`config.mk`:
```
export PLATFORM = sky130hd
export DESIGN_NAME = pic_vectored
export DESIGN_NICKNAME = d
export VERILOG_FILES = /design/src/rtl/pic_pkg.sv /design/src/rtl/pic_regs.sv /design/src/rtl/pic_arbiter.sv /design/src/rtl/pic_vector.sv /design/src/rtl/pic_vectored.sv
export SDC_FILE = /design/constraint.sdc
export NUM_CORES = 1
export LEC_CHECK = 0
export ABC_CLOCK_PERIOD_IN_PS = 38000
export BUFFER_PORTS_ARGS = -buffer_cell sky130_fd_sc_hd__buf_4
export CORE_MARGIN = 2
export CORE_UTILIZATION = 34
export CTS_CLUSTER_SIZE = 10
export DETAILED_ROUTE_END_ITERATION = 8
export GPL_TIMING_DRIVEN = 1
export PLACE_DENSITY_LB_ADDON = 0.25
export SETUP_SLACK_MARGIN = 0.4
export SYNTH_ARGS = -nofsm -noshare
export SYNTH_HDL_FRONTEND = slang
export SYNTH_SLANG_ARGS = --single-unit
```
`constraint.sdc`:
```
create_clock -name clk -period 38 [get_ports clk]
set_input_delay 3.8 -clock clk [delete_from_list [all_inputs] [get_ports clk]]
set_output_delay 3.8 -clock clk [all_outputs]
set_load 0.05 [all_outputs]
```
`src/rtl/pic_pkg.sv`:
```
// Shared constants and reset-value function for the interrupt controller.
// Assumes at most 15 sources so that the pending vector fits 16 bits.
package pic_pkg;
    localparam int KEY_W  = 5;
    localparam int CTRL_W = 8;
    localparam int VEC_W  = 8;
    localparam int LVL_W  = 3;

    // Reset value of control register n, computed rather than tabulated.
    function automatic logic [CTRL_W-1:0] ctrl_reset(input int n);
        if (n <= 7)       return CTRL_W'(n * 4);
        else if (n == 8)  return 8'h1C;
        else if (n <= 11) return 8'h80;
        else              return 8'h00;
    endfunction
endpackage

```
`src/rtl/pic_regs.sv`:
```
// Register file of the controller: pending capture, mask, control and
// vector registers, with write decode and combinational read mux.
// Assumes one access per cycle; writes land on the rising edge.
module pic_regs
    import pic_pkg::*;
#(
    parameter int NSRC      = 13,
    parameter int ADDR_W    = 8,
    parameter int DATA_W    = 16,
    parameter int CTRL_BASE = 'h14,
    parameter int MASK_ADDR = 'h36,
    parameter int PEND_ADDR = 'h3A,
    parameter int SWV_ADDR  = 'h42,
    parameter int PVA_ADDR  = 'h44,
    parameter int PVB_ADDR  = 'h46,
    parameter logic [DATA_W-1:0] MASK_RST = 16'h3FFE,
    parameter logic [VEC_W-1:0]  VEC_RST  = 8'h0F
) (
    input  logic                         clk,
    input  logic                         rst_n,
    input  logic [NSRC:0]                irq_req,
    input  logic                         wr_en,
    input  logic [ADDR_W-1:0]            addr,
    input  logic [DATA_W-1:0]            wdata,
    output logic [DATA_W-1:0]            rdata,
    output logic [NSRC:0]                pend_q,
    output logic [DATA_W-1:0]            mask_q,
    output logic [NSRC:1][CTRL_W-1:0]    ctrl_q,
    output logic [VEC_W-1:0]             swv_q,
    output logic [VEC_W-1:0]             pva_q,
    output logic [VEC_W-1:0]             pvb_q
);
    localparam logic [ADDR_W-1:0] A_MASK = ADDR_W'(MASK_ADDR);
    localparam logic [ADDR_W-1:0] A_PEND = ADDR_W'(PEND_ADDR);
    localparam logic [ADDR_W-1:0] A_SWV  = ADDR_W'(SWV_ADDR);
    localparam logic [ADDR_W-1:0] A_PVA  = ADDR_W'(PVA_ADDR);
    localparam logic [ADDR_W-1:0] A_PVB  = ADDR_W'(PVB_ADDR);

    // Capture the request lines each clock; source 0 does not exist.
    always_ff @(posedge clk) begin
        if (!rst_n) pend_q <= '0;
        else        pend_q <= {irq_req[NSRC:1], 1'b0};
    end

    // Mask register, full data width.
    always_ff @(posedge clk) begin
        if (!rst_n)                        mask_q <= MASK_RST;
        else if (wr_en && addr == A_MASK)  mask_q <= wdata;
    end

    // Vector registers for the software source and the two peripherals.
    always_ff @(posedge clk) begin
        if (!rst_n) begin
            swv_q <= VEC_RST;
            pva_q <= VEC_RST;
            pvb_q <= VEC_RST;
        end else if (wr_en) begin
            if (addr == A_SWV) swv_q <= wdata[VEC_W-1:0];
            if (addr == A_PVA) pva_q <= wdata[VEC_W-1:0];
            if (addr == A_PVB) pvb_q <= wdata[VEC_W-1:0];
        end
    end

    // One control register per source at consecutive byte offsets.
    for (genvar n = 1; n <= NSRC; n++) begin : g_ctrl
        localparam logic [ADDR_W-1:0] A_CTRL = ADDR_W'(CTRL_BASE + n - 1);
        // Hold or load control register n.
        always_ff @(posedge clk) begin
            if (!rst_n)                        ctrl_q[n] <= ctrl_reset(n);
            else if (wr_en && addr == A_CTRL)  ctrl_q[n] <= wdata[CTRL_W-1:0];
        end
    end

    // Read multiplexer; unmapped offsets return zero.
    always_comb begin
        rdata = '0;
        if (addr == A_MASK) rdata = mask_q;
        if (addr == A_PEND) rdata = DATA_W'(pend_q);
        if (addr == A_SWV)  rdata = DATA_W'(swv_q);
        if (addr == A_PVA)  rdata = DATA_W'(pva_q);
        if (addr == A_PVB)  rdata = DATA_W'(pvb_q);
        for (int n = 1; n <= NSRC; n++) begin
            if (addr == ADDR_W'(CTRL_BASE + n - 1)) rdata = DATA_W'(ctrl_q[n]);
        end
    end

    AST_PEND_BIT0: assert property (@(posedge clk) disable iff (!rst_n)
        pend_q[0] == 1'b0);
endmodule

```
`src/rtl/pic_arbiter.sv`:
```
// Combinational priority scan over the active sources.
// Assumes keys are bits [4:0] of each control register; a later source
// replaces the current winner only with a strictly larger key.
module pic_arbiter
    import pic_pkg::*;
#(
    parameter int NSRC    = 13,
    parameter int DATA_W  = 16,
    parameter int MIN_KEY = 4,
    localparam int SRC_W  = $clog2(NSRC + 1)
) (
    input  logic [NSRC:0]             pend,
    input  logic [DATA_W-1:0]         mask,
    input  logic [NSRC:1][CTRL_W-1:0] ctrl,
    output logic                      win_valid,
    output logic [SRC_W-1:0]          win_src,
    output logic [CTRL_W-1:0]         win_ctrl
);
    logic [NSRC:0]      active;
    logic [KEY_W-1:0]   best_key;

    // Unmasked pending sources.
    assign active = pend & ~mask[NSRC:0];

    // Scan 1..NSRC keeping the first strictly largest key.
    always_comb begin
        best_key = '0;
        win_src  = '0;
        win_ctrl = '0;
        for (int i = 1; i <= NSRC; i++) begin
            if (active[i] && ctrl[i][KEY_W-1:0] > best_key) begin
                best_key = ctrl[i][KEY_W-1:0];
                win_src  = SRC_W'(i);
                win_ctrl = ctrl[i];
            end
        end
        win_valid = (best_key >= KEY_W'(MIN_KEY));
    end
endmodule

```
`src/rtl/pic_vector.sv`:
```
// Chooses the vector for the winning source and registers level and
// vector toward the processor. Assumes level is control bits [4:2] and
// autovector request is control bit 7.
module pic_vector
    import pic_pkg::*;
#(
    parameter int NSRC    = 13,
    parameter int SWV_SRC = 8,
    parameter int PVA_SRC = 12,
    parameter int PVB_SRC = 13,
    parameter int AUTO_BASE = 24,
    parameter logic [VEC_W-1:0] DEF_VEC = 8'h0F,
    localparam int SRC_W  = $clog2(NSRC + 1)
) (
    input  logic               clk,
    input  logic               rst_n,
    input  logic               win_valid,
    input  logic [SRC_W-1:0]   win_src,
    input  logic [CTRL_W-1:0]  win_ctrl,
    input  logic [VEC_W-1:0]   swv,
    input  logic [VEC_W-1:0]   pva,
    input  logic [VEC_W-1:0]   pvb,
    output logic [LVL_W-1:0]   level_q,
    output logic [VEC_W-1:0]   vector_q
);
    logic [LVL_W-1:0] lvl_d;
    logic [VEC_W-1:0] vec_d;
    logic             auto_req;

    assign auto_req = win_ctrl[7];

    // Next level and vector from the winner.
    always_comb begin
        lvl_d = '0;
        vec_d = '0;
        if (win_valid) begin
            lvl_d = win_ctrl[4:2];
            if (auto_req)                          vec_d = VEC_W'(AUTO_BASE) + VEC_W'(lvl_d);
            else if (win_src == SRC_W'(SWV_SRC))   vec_d = swv;
            else if (win_src == SRC_W'(PVA_SRC))   vec_d = pva;
            else if (win_src == SRC_W'(PVB_SRC))   vec_d = pvb;
            else                                   vec_d = DEF_VEC;
        end
    end

    // Output register toward the processor.
    always_ff @(posedge clk) begin
        if (!rst_n) begin
            level_q  <= '0;
            vector_q <= '0;
        end else begin
            level_q  <= lvl_d;
            vector_q <= vec_d;
        end
    end

    AST_IDLE_ZERO: assert property (@(posedge clk) disable iff (!rst_n)
        level_q == '0 |-> vector_q == '0);
    AST_LEVEL_FROM_CTRL: assert property (@(posedge clk) disable iff (!rst_n)
        $past(rst_n) && $past(win_valid) |-> level_q == $past(win_ctrl[4:2]));
    AST_AUTOVEC: assert property (@(posedge clk) disable iff (!rst_n)
        $past(rst_n) && $past(win_valid && win_ctrl[7])
        |-> vector_q == VEC_W'(AUTO_BASE) + VEC_W'(level_q));
endmodule

```
`src/rtl/pic_vectored.sv`:
```
// Top of the prioritised interrupt controller: register file, priority
// scan and registered vector output. Assumes request lines are already
// synchronous to clk.
module pic_vectored
    import pic_pkg::*;
#(
    parameter int NSRC   = 13,
    parameter int ADDR_W = 8,
    parameter int DATA_W = 16,
    localparam int SRC_W = $clog2(NSRC + 1)
) (
    input  logic              clk,
    input  logic              rst_n,
    input  logic [NSRC:0]     irq_req,
    input  logic              reg_we,
    input  logic [ADDR_W-1:0] reg_addr,
    input  logic [DATA_W-1:0] reg_wdata,
    output logic [DATA_W-1:0] reg_rdata,
    output logic [LVL_W-1:0]  irq_level,
    output logic [VEC_W-1:0]  irq_vector
);
    logic [NSRC:0]             pend_q;
    logic [DATA_W-1:0]         mask_q;
    logic [NSRC:1][CTRL_W-1:0] ctrl_q;
    logic [VEC_W-1:0]          swv_q, pva_q, pvb_q;
    logic                      win_valid;
    logic [SRC_W-1:0]          win_src;
    logic [CTRL_W-1:0]         win_ctrl;

    pic_regs #(.NSRC(NSRC), .ADDR_W(ADDR_W), .DATA_W(DATA_W)) u_regs (
        .clk(clk), .rst_n(rst_n), .irq_req(irq_req),
        .wr_en(reg_we), .addr(reg_addr), .wdata(reg_wdata), .rdata(reg_rdata),
        .pend_q(pend_q), .mask_q(mask_q), .ctrl_q(ctrl_q),
        .swv_q(swv_q), .pva_q(pva_q), .pvb_q(pvb_q)
    );

    pic_arbiter #(.NSRC(NSRC), .DATA_W(DATA_W)) u_arb (
        .pend(pend_q), .mask(mask_q), .ctrl(ctrl_q),
        .win_valid(win_valid), .win_src(win_src), .win_ctrl(win_ctrl)
    );

    pic_vector #(.NSRC(NSRC)) u_vec (
        .clk(clk), .rst_n(rst_n),
        .win_valid(win_valid), .win_src(win_src), .win_ctrl(win_ctrl),
        .swv(swv_q), .pva(pva_q), .pvb(pvb_q),
        .level_q(irq_level), .vector_q(irq_vector)
    );

    AST_PEND_TRACK: assert property (@(posedge clk) disable iff (!rst_n)
        $past(rst_n) |-> pend_q[NSRC:1] == $past(irq_req[NSRC:1]));
    AST_MASKED_QUIET: assert property (@(posedge clk) disable iff (!rst_n)
        $past(rst_n) && $past((pend_q & ~mask_q[NSRC:0]) == '0)
        |-> irq_level == '0 && irq_vector == '0);
    AST_WIN_UNMASKED: assert property (@(posedge clk) disable iff (!rst_n)
        win_valid |-> pend_q[win_src] && !mask_q[win_src]);
endmodule

```
# Word-level counts from Yosys, hierarchy flattened
# Index checks and enable logic that the tools add are counted.
# word_totals
n_memories,0
mem_bits_ro,0
out_inout_bits,27
reg_bits,169
ram_bits,0
latchBits,0
# classes
n_mux,61
multipliers,0
addsub,1
shift,0
n_bitwise,2
reduce_logical,31
n_lt_le_gt_ge,14
n_eq_ne,21
div_mod_pow,0
# op_table
op,count
$mux 16,18
$mux 8,17
$eq 8x5->1 const B,12
$mux 5,13
$gt 5x5->1,12
$logic_and 1x1->1,27
$eq 8x6->1 const B,3
$eq 8x7->1 const B,3
$mux 4,6
$and 14x14->14,1
$not 14->14,1
$eq 4x4->1 const B,3
$mux 3,4
$reduce_and 2->1,4
$add 5x3->6 const A,1
$ge 5x3->1 const B,1
$gt 5x1->1 const B,1
$mux 2,2
$mux 1,1

# Longest topological paths before layout
# Gate-level depths: netlist of run 1.
# logic_depth
ltp_word,45
ltp_mapped,121
depth_no_buf,115

# Cells and area by module
# From an unflattened synthesis of run 1, not the netlist that was laid out.
# hier_totals
hier_cells,1554
area_unflattened_um2,12122.9
# modules_own_cells
module,instances,area_each_um2,seq_area_each_um2,cells_each
pic_regs,1,7634.8,3143.0,913
pic_arbiter,1,3961.3,0.0,582
pic_vector,1,526.8,220.2,59

# Worst setup path after synthesis of run 1
# No wires, ideal clock.
# synth_timing
path_type,register to register
startpoint,register u_regs.pend_q[1]
endpoint,register u_vec.vector_q[7]
required_ps,37870
arrival_time_ps,19931
path_slack_ps,17939
setup_ps,130
n_path_buf,7
stages_incl_launch_ff,107
path_cell_list,dfxtp_1 -> nor2b_1 -> and2_1 -> inv_1 -> ha_1 -> nand4_1 -> o221a_4 -> nor2_8 -> mux2_2 -> ha_1 -> nand2_1 -> o21ai_1 -> a21o_1 -> mux2i_1 -> ha_1 -> nand2_1 -> or4b_4 -> a41oi_4 -> [71 not listed] -> a21oi_1 -> nor4b_1 -> clkbuf_1 -> nor2_1 -> a21oi_1 -> ha_1 -> nor2b_1 -> o21a_1 -> o21a_1 -> o21ai_0 -> nand2b_1 -> and4b_1 -> clkbuf_1 -> or4_1 -> o31ai_1 -> a31oi_1 -> o21ai_2 -> nor3b_1
# synth_via
elab_chain_cells,44
word_cells_on_any_way,74
classes_between,13 x order compare; 3 x eq/ne; 43 x mux; 1 x bitwise; 14 x reduce/logical
# synth_lines
element,line_no,text
from (decl),pic_regs.sv:26,"output logic [NSRC:0] pend_q,"
from (signal assigned),pic_regs.sv:42,"else pend_q <= {irq_req[NSRC:1], 1'b0};"
$and 14x14->14 *,pic_arbiter.sv:23,assign active = pend & ~mask[NSRC:0];
$logic_and 1x1->1 *,pic_arbiter.sv:31,if (active[i] && ctrl[i][KEY_W-1:0] > best_key) begin
$mux 5,pic_arbiter.sv:31,
$gt 5x5->1,pic_arbiter.sv:31,
$logic_and 1x1->1,pic_arbiter.sv:31,
$mux 5,pic_arbiter.sv:31,
$gt 5x5->1,pic_arbiter.sv:31,
$logic_and 1x1->1,pic_arbiter.sv:31,
[28 not listed],n/a,
$gt 5x5->1,pic_arbiter.sv:31,
$logic_and 1x1->1,pic_arbiter.sv:31,
$mux 4,pic_arbiter.sv:31,
$eq 4x4->1,pic_vector.sv:41,else if (win_src == SRC_W'(PVB_SRC)) vec_d = pvb;
$mux 8,pic_vector.sv:41,
$mux 8,pic_vector.sv:40,else if (win_src == SRC_W'(PVA_SRC)) vec_d = pva;
$mux 8,pic_vector.sv:39,else if (win_src == SRC_W'(SWV_SRC)) vec_d = swv;
$mux 8,pic_vector.sv:38,if (auto_req) vec_d = VEC_W'(AUTO_BASE) + VEC_W'(lvl_d);
to (signal assigned),pic_vector.sv:53,vector_q <= vec_d;
to (decl),pic_vector.sv:24,output logic [VEC_W-1:0] vector_q
# Every way passes the cells marked *; elsewhere a longest branch is shown, timed or not.
# A chain may end at the register's enable or synchronous reset.

# Worst setup path after layout of run 1
# layout_timing
startpoint,register u_regs.pend_q[1]
endpoint,register u_vec.vector_q[1]
# Same word-level chain as after synthesis.

==> results of run 1 <==
-- layout make-up --
| type | count | area share [%] |
|---|---|---|
| multi-input cells | 989 | 57.0 |
| flip-flops and latches | 168 | 27.8 |
| repair buffers | 72 | 4.47 |
| well taps | 402 | 4.16 |
| clock buffers | 17 | 3.51 |
| inverters | 53 | 1.64 |
| clock inverters | 13 | 1.42 |
-- per-layer routing --
metal	global-route usage [%]	part of all wire (%)	vias up
li1	-	-	4667
met1	27.9	48	4671
met2	32.6	46	282
met3	2.87	4.7	48
met4	6.71	2.2	0
met5	0	0	-
-- worst paths after layout --
| path | slack (ns) | endpoint | start |
|---|---|---|---|
| hold / removal | 0.46 | u_regs.mask_q[14] | u_regs.mask_q[14] |
| setup reg to reg | 15.18 | u_vec.vector_q[1] | u_regs.pend_q[1] |
| setup / recovery | 15.18 | u_vec.vector_q[1] | u_regs.pend_q[1] |
| hold reg to reg | 0.46 | u_regs.mask_q[14] | u_regs.mask_q[14] |
-- power groups by stage --
stage / logic, mW / clock network [mW] / registers, mW
6_report: 0.0213 / 0.182 / 0.178
5_1_grt: 0.0228 / 0.190 / 0.178
4_1_cts: 0.0213 / 0.184 / 0.178
3_5_place_dp: 0.0213 / 0 / 0.182
3_3_place_gp: 0.0212 / 0 / 0.182
2_1_floorplan: 0.0128 / 0 / 0.182
-- logic make-up after synthesis --
| logic type | count (synthesis) |
|---|---|
| adders and majority gates | 45 |
| DFF | 168 |
| xor gates and xnor gates | 6 |
| AOI/OAI and AO/OA | 292 |
| and+or+nand+nor | 519 |
| muxes | 127 |
| buffers and inverters | 137 |
-- worst max-delay path, delay by kind of cell, from the launching register on --
| family | cells | cell delay, ns |
|---|---|---|
| adders and majority gates | 13 | 3.47 |
| buffers and inverters | 8 | 0.77 |
| and+or+nand+nor | 42 | 8.39 |
| AOI/OAI and AO/OA | 32 | 6.60 |
| DFF | 1 | 0.37 |
| muxes | 9 | 3.07 |
-- registers in the layout (all words and copies together) (netlist names) --
signal	flops
u_vec.level_q	3
u_regs.swv_q	8
u_vec.vector_q	8
u_regs.pvb_q	8
u_regs.pva_q	8
u_regs.mask_q	16
u_regs.ctrl_q	104
u_regs.pend_q	13
-- placed cells by master (no fill, tap or decap), drive strengths merged, types with 4 or more instances in the layout --
cell	instances
a211oi	5
a21boi	44
a21o	8
a21oi	44
a221oi	12
a222oi	6
a22o	15
a22oi	18
a311oi	4
a31o	5
a31oi	18
and2	37
and3	7
buf	72
clkbuf	17
clkinv	4
dfxtp	168
ha	44
inv	57
mux2	14
mux2i	102
mux4	11
nand2	189
nand2b	12
nand3	78
nand4	9
nor2	58
nor2b	73
nor3	17
nor3b	5
nor4b	4
o211ai	12
o21a	6
o21ai	51
o22ai	8
or2	8
or3	5
xnor2	5
-- stage by stage --
step / worst slack (ns) / hold WS (ns) / total power, mW / area (sq um)
floorplan: 17.94 / 0.439 / 0.194 / 10800
global placement: 15.36 / 0.448 / 0.203 / 11500
detailed placement: 15.33 / 0.455 / 0.203 / 11500
CTS: 15.23 / 0.463 / 0.384 / 12100
global route: 13.32 / 0.495 / 0.391 / 12100
finish: 15.18 / 0.459 / 0.381 / 12100
==> impl_metrics.ini, run 1 <==
[run_status]
outcome = complete, no violations

[logic_synthesis]
synthArstFlopShare_pct = 0
ys_seq_area_share_pct = 31.1
synth.mux.area_fraction_pct = 13.3
synth.distinct_cells = 98
synth_edf_count = 0
synth-adder-area-share_pct = 5.18
synth_top_family_by_area = simple AND/OR/NAND/NOR gates
synth.top_cell.area_share_pct = 31.1
yosysTopAreaCell = dfxtp_1
avgSynthCellArea_sq_um = 8.36
synth_common_cells = nand2_1, dfxtp_1, mux2i_1, nand3_1, nor2b_1
ys_warn_count = 0
synthSimpleGateAreaFrac_pct = 24.4
synth-compound-area-share_pct = 20.3
synthCells = 1294
ys_ff_latch = 168
synthFlopType = dfxtp_1
ys_top_cells_by_area = dfxtp_1, mux2i_1, nand2_1
synth_area_sq_um = 10800
synthMostInstantiatedCell = nand2_1
synth-xor-area-share_pct = 0.486
syn-num-nets = 1379

[setup_path]
cpPeakStageDelay_ns = 0.61
critPathLaunchType = flop
cp_max_fo = 13
crit_arrival_ns = 23.13
critical_path_class = reg2reg
required_ns = 38.32
reg2reg_depth = 104
cpMostUsedCell = ha_1
slowest_stage = nor3_1
worstSetupEndpointType = flop

[sta]
drv_slew = 0
finalHoldViolations = 0
worstMarginPinSlew_ns = 1.19
setup_viol = 0
rsz0062_at_grt = no
skew_ns = 0.0109
max_freq_mhz = 43.8
period_needed_ns = 22.82
tns_ns = 0
min_period_over_period_pct = 60.0
slew_headroom_pct = 19.8

[routing]
drt_iter0_drc = 764
drc = 0
drtPass1Iterations = 5
ant_nets = 0
vias = 9668
routed_via_density = 5.64
avgRoutedWirePerCell_um = 19.7
routed_wl_mm = 33.8

[power_and_ir_drop]
ir_worst_vdd_mv = 0.0293
leakagePower_nw = 4.91
comb_power_share_pct = 5.6
power_frac_seq_pct = 46.7
p_sw_mw = 0.0927
swShare_pct = 24.3
p_int_mw = 0.288
clkPwrFrac_pct = 47.7
power_density_nw_per_um2 = 31.5

[global_route]
grt_pass1_vias = 9180
grt_usage_pct = 20.3
antenna_found_initial = 0
grt_start_max_net_pins = 98
grt_pass1_wl_mm = 52.4
gr-total-overflow = 0

[place]
dp.cells = 1684
gp_congestion = 0.871
dp_hpwl_mm = 24.2
portBuffers = 66

[finish]
final-seq-area_sq_um = 3360
finalNetCount = 1386
instances_no_fill = 1714
fillers = 3216
diodes = 0
drive_gt1_share_pct = 13.4
area_growth_syn_to_layout_pct = 11.9
multi_input_area_sq_um = 6900
fin_util_pct = 38.5

[clock_tree]
post_cts_resized = 0
cts-root-buf = clkbuf_16
insertion_delay_ns = 0.44
clkSinkCount = 168
post_cts_buffers = 0
cts_tree = yes
ctsLongestPathBuffers = 2
cts_hold_buf = 0
cts-htree-levels = 4
numCtsBuffers = 17
clkTransAtPathRegs_ns = 0.07

[floorplan]
die_w_um = 182
die_area_sq_um = 33300
ios = 68
core-area_sq_um = 31500
initial_core_util_pct = 34.4
die_y_um = 182
rows = 65

[hold_path]
min_path_type = reg2reg
hold_depth = 2

[flow_run]
maxCapViolCount = 0
Power figures use the tool's default switching activity.
==> run 2: changes to the inputs <==
--- a/config.mk
+++ b/config.mk
@@ -5,7 +5,7 @@
 export SDC_FILE = /design/constraint.sdc
 export NUM_CORES = 1
 export LEC_CHECK = 0
-export ABC_CLOCK_PERIOD_IN_PS = 38000
+export ABC_CLOCK_PERIOD_IN_PS = 19100
 export BUFFER_PORTS_ARGS = -buffer_cell sky130_fd_sc_hd__buf_4
 export CORE_MARGIN = 2
 export CORE_UTILIZATION = 34
==> constraint.sdc (replaced) <==
create_clock -name clk -period 19.1 [get_ports clk]
set_input_delay 1.91 -clock clk [delete_from_list [all_inputs] [get_ports clk]]
set_output_delay 1.91 -clock clk [all_outputs]
set_load 0.05 [all_outputs]
==> impl_metrics.ini, run 2 (synthesis results as in run 1) <==
[run_status]
outcome = complete, no violations

[setup_path]
cpMostUsedCell = ha_4
required_ns = 19.40
cpPeakStageDelay_ns = 0.53
r2r_slack_ns = 0.27
cp_max_fo = 8
critPathLaunchType = flop
worstSetupEndpointType = flop
slowest_stage = or4b_4
crit_arrival_ns = 19.13
critical_path_class = reg2reg

[floorplan]
initial_core_util_pct = 34.4
rows = 65
core-area_sq_um = 31500
die_area_sq_um = 33300
ios = 68
die_y_um = 182
die_w_um = 182

[routing]
wl_met2_mm = 16.0
drtPass1Iterations = 6
routed_wl_mm = 35.5
drt_iter0_drc = 626
ant_nets = 0
wl_met1_mm = 16.8
dr_wl_met3_mm = 1.64
drc = 0
avgRoutedWirePerCell_um = 18.9
vias = 10300
top_layer = met4
routed_via_density = 5.48

[global_route]
grt_pass1_wl_mm = 55.3
grt_start_max_net_pins = 116
gr-total-overflow = 0
grt_pass1_vias = 9893
antenna_found_initial = 1
grt_usage_pct = 21.2

[sta]
max_freq_mhz = 53.1
worstMarginPinSlew_ns = 1.10
tns_ns = 0
period_needed_ns = 18.83
skew_ns = 0.00881
min_period_over_period_pct = 98.6
finalHoldViolations = 0
whs_ns = 0.458
rsz0062_at_grt = yes
setup_viol = 0
slew_headroom_pct = 25.9
drv_slew = 0

[finish]
largest_reg_flops = 104
drive_gt1_share_pct = 31.1
layout_common_cells = buf_4, nand2_1, dfxtp_1, mux2i_1, nand3_1
finalNetCount = 1546
registers.top_by_ff_count = u_regs.ctrl_q
area_growth_syn_to_layout_pct = 30.3
layout_commonest_cell = buf_4
fillers = 3051
top_regs = u_regs.ctrl_q x104, u_regs.mask_q x16, u_regs.pend_q x13

[clock_tree]
cts_hold_buf = 0
ctsLongestPathBuffers = 2
cts-htree-levels = 4
cts_tree = yes
cts-root-buf = clkbuf_16
numCtsBuffers = 17
insertion_delay_ns = 0.44
clkTransAtPathRegs_ns = 0.07
clkSinkCount = 168

[flow_run]
maxCapViolCount = 0

[power_and_ir_drop]
ir_worst_vdd_mv = 0.0690
leakagePower_nw = 5.81
power_density_nw_per_um2 = 51.6

[place]
portBuffers = 66
gp_congestion = 0.887
dp_hpwl_mm = 25.2

[hold_path]
min_path_type = reg2reg
-- run 2: cell count changes in the layout (fill, tap and decap cells not counted), moves of 8 or more --
cell     delta
buf_4     +153
ha_1       -24
ha_4       +21
a21oi_1    -16
o21ai_0    -16
a21oi_2    +14
inv_1      -13
inv_2      +11
o21ai_2    +11
mux2_2      -9
mux2_4      +9
mux2i_1     -8
nand2_1     -8
-- run 2: path summary, 6_finish.rpt --
check	startpoint	endpoint	cells after the start
max	u_regs.pend_q[1]	u_vec.vector_q[6]	106
min	u_regs.mask_q[14]	u_regs.mask_q[14]	2
max reg2reg	u_regs.pend_q[1]	u_vec.vector_q[6]	106
min reg2reg	u_regs.mask_q[14]	u_regs.mask_q[14]	2
-- run 2: what timing repair did --
item                       in CTS  in global routing
pin swaps                      45                 24
resized for setup              59                 59
setup endpoints to repair      11                 11
setup buffers                  47                  5
-- run 2: metal layers --
layer / vias to the layer above / global-route usage, %
li1: 4986 / -
met1: 4973 / 29.2
met2: 269 / 33.7
met3: 51 / 3.07
met4: 0 / 7.81
met5: - / 0
-- run 2: power by group --
group          switching [mW]  leakage (nW)  internal (mW)  total, mW
combinational          0.0272          4.19         0.0166     0.0438
sequential            0.00183          1.36          0.352      0.354
clock                   0.156         0.268          0.174      0.330
total                   0.185          5.81          0.542      0.728
-- run 2: area by class of cell --
type | instances | area [sq um] | area share [%]
multi-input cells | 989 | 7690 | 54.6
repair buffers | 232 | 1780 | 12.6
well taps | 402 | 503 | 3.57
flip-flops and latches | 168 | 3370 | 23.9
clock inverters | 13 | 110 | 0.781
diodes | 1 | 2.50 | 0.0178
clock buffers | 19 | 443 | 3.14
inverters | 53 | 204 | 1.45
-- run 2: through the flow --
| stage | setup slack, ns | area, sq um | util (%) | cells | power (mW) |
|---|---|---|---|---|---|
| after floorplan | 0.215 | 11100 | - | 1294 | 0.387 |
| after global placement | -0.210 | 12600 | 40.0 | 1792 | 0.404 |
| after detailed placement | -0.400 | 12600 | 40.0 | 1792 | 0.404 |
| after CTS | 0.366 | 13800 | 43.8 | 1871 | 0.732 |
| after global routing | -0.608 | 14100 | 44.8 | 1876 | 0.750 |
| final | 0.270 | 14100 | 44.8 | 1877 | 0.728 |
-- run 2: critical path: cells and delay by family, from the launching register on --
family	cells	cell delay, ns
AO/OA/AOI/OAI	36	5.94
buffers and inverters	12	1.10
multiplexers	9	2.52
adder cells (fa/ha/maj)	13	3.19
flip-flops	1	0.32
AND/OR/NAND/NOR	36	5.55
==> run 3: changes to the inputs <==
--- a/config.mk
+++ b/config.mk
@@ -8,7 +8,7 @@
 export ABC_CLOCK_PERIOD_IN_PS = 19100
 export BUFFER_PORTS_ARGS = -buffer_cell sky130_fd_sc_hd__buf_4
 export CORE_MARGIN = 2
-export CORE_UTILIZATION = 34
+export CORE_UTILIZATION = 56
 export CTS_CLUSTER_SIZE = 10
 export DETAILED_ROUTE_END_ITERATION = 8
 export GPL_TIMING_DRIVEN = 1
==> impl_metrics.ini, run 3 (synthesis results as in run 1) <==
[clock_tree]
insertion_delay_ns = 0.44
clkSinkCount = 168
cts-root-buf = clkbuf_16
cts_hold_buf = 0
cts-htree-levels = 4
ctsLongestPathBuffers = 2
clkTransAtPathRegs_ns = 0.07
numCtsBuffers = 17
cts_tree = yes

[finish]
area_growth_syn_to_layout_pct = 23.8
final_cell_area_sq_um = 13400
diodes = 0
finalNetCount = 1485
fin_util_pct = 71.1
layout_common_cells = nand2_1, dfxtp_1, buf_4, mux2i_1, nand3_1
largest_reg_flops = 104
drive_gt1_share_pct = 27.1
layout_commonest_cell = nand2_1
top_regs = u_regs.ctrl_q x104, u_regs.mask_q x16, u_regs.pend_q x13
registers.top_by_ff_count = u_regs.ctrl_q

[hold_path]
min_path_type = reg2reg
hold_end = u_regs.mask_q[15]
worstHoldStart = u_regs.mask_q[15]
hold_depth = 2

[global_route]
grt_usage_pct = 32.9
grt_start_max_net_pins = 103
antenna_found_initial = 0
gr-total-overflow = 0
grt_pass1_vias = 9848
grt_pass1_wl_mm = 52.5

[power_and_ir_drop]
ir_worst_vdd_mv = 0.0710
leakagePower_nw = 5.50
power_mw = 0.740
power_density_nw_per_um2 = 55.3

[sta]
finalHoldViolations = 0
slew_headroom_pct = 28.1
worstMarginPinSlew_ns = 1.07
max_freq_mhz = 52.5
rsz0062_at_grt = yes
drv_slew = 0
setup_ws_ns = 0.0681
setup_viol = 0
tns_ns = 0
min_period_over_period_pct = 99.6
skew_ns = 0.0116
period_needed_ns = 19.03

[routing]
routed_wl_mm = 33.7
vias = 10400
routed_via_density = 6.23
drtPass1Iterations = 5
drc = 0
avgRoutedWirePerCell_um = 20.2
ant_nets = 0
drt_iter0_drc = 1042

[place]
gp_congestion = 0.916
preCtsSetupSlack_ns = -0.664
postPlaceCellArea_sq_um = 11900
portBuffers = 66
dp_hpwl_mm = 22.7

[setup_path]
r2r-start = u_regs.pend_q[1]
slowest_stage = or4b_4
required_ns = 19.42
cpPeakStageDelay_ns = 0.56
critical_path_class = reg2reg
worstSetupEndpointType = flop
cpMostUsedCell = ha_4
cp_max_fo = 8
r2r-end = u_vec.vector_q[6]
critPathLaunchType = flop
reg2reg_depth = 102
r2r_slack_ns = 0.07
crit_arrival_ns = 19.35

[floorplan]
initial_core_util_pct = 57.4
die_y_um = 143
core-area_sq_um = 18800
ios = 68
rows = 50
die_w_um = 143
die_area_sq_um = 20400

[flow_run]
maxCapViolCount = 0

[run_status]
outcome = complete, no violations
[run 3: changes by cell type in the layout (fill, tap and decap cells not counted), moves of 2 or more]
| cell | change |
|---|---|
| o21ai_0 | +3 |
| a31oi_1 | +2 |
| a21oi_2 | -2 |
| o21ai_2 | -3 |
| nor3b_2 | -2 |
| nor2_2 | -2 |
| ha_1 | +3 |
| nor3b_1 | +2 |
| buf_4 | -60 |
| ha_2 | -2 |
| a21oi_4 | +2 |
| nor2_4 | +2 |
[run 3: timing repair]
| item | CTS | global route |
|---|---|---|
| pin swaps | 47 | 45 |
| endpoints found under the setup margin | 11 | 11 |
| setup buffers | 40 | 16 |
| gates cloned | 0 | 0 |
| resized for setup | 60 | 43 |
[run 3: routing by layer]
layer	wire length, um	track usage (%)	up-vias
li1	-	-	4859
met1	14300	44.1	4978
met2	15800	52.7	485
met3	2690	6.00	93
met4	1030	12.6	0
met5	0	0	-
[run 3: worst max path at each step]
| stage | from | to | slack, ns | cells after the start |
|---|---|---|---|---|
| after floorplan | u_regs.pend_q[1] | u_vec.vector_q[5] | 0.22 | 104 |
| after global placement | u_regs.pend_q[1] | u_vec.vector_q[5] | -0.15 | 105 |
| after detailed placement | u_regs.pend_q[1] | u_vec.vector_q[6] | -0.66 | 106 |
| after CTS | u_regs.pend_q[1] | u_vec.vector_q[6] | 0.34 | 108 |
| after global routing | u_regs.pend_q[1] | u_vec.vector_q[6] | -0.63 | 103 |
| final | u_regs.pend_q[1] | u_vec.vector_q[6] | 0.07 | 102 |
[run 3: where the power goes]
part / internal (mW) / total [mW] / switching, mW / leakage [nW]
Clock: 0.187 / 0.343 / 0.156 / 0.279
Combinational: 0.0164 / 0.0431 / 0.0267 / 3.86
Sequential: 0.352 / 0.354 / 0.00177 / 1.36
Total: 0.555 / 0.740 / 0.185 / 5.50
[run 3: cell type report]
cell class / instances / area, sq um
Clock inverter: 13 / 134
Tap cell: 260 / 325
Fill cell: 1423 / 5440
Sequential cell: 168 / 3370
Inverter: 53 / 204
Timing Repair Buffer: 171 / 1310
Multi-Input combinational cell: 989 / 7610
Clock buffer: 19 / 443
[run 3: stage by stage]
step	hold slack, ns	cells
global route	0.490	1673
detailed placement	0.454	1585
finish	0.460	1673
floorplan	0.439	1294
global placement	0.447	1585
CTS	0.464	1657
[run 3: worst max-delay path, delay by kind of cell, from the launching register on]
kind	cells	cell delay, ns
buffers and inverters	12	1.26
adder cells (fa/ha/maj)	13	3.18
AO/OA/AOI/OAI	34	6.01
AND/OR/NAND/NOR	34	5.56
multiplexers	9	2.57
flip-flops	1	0.34
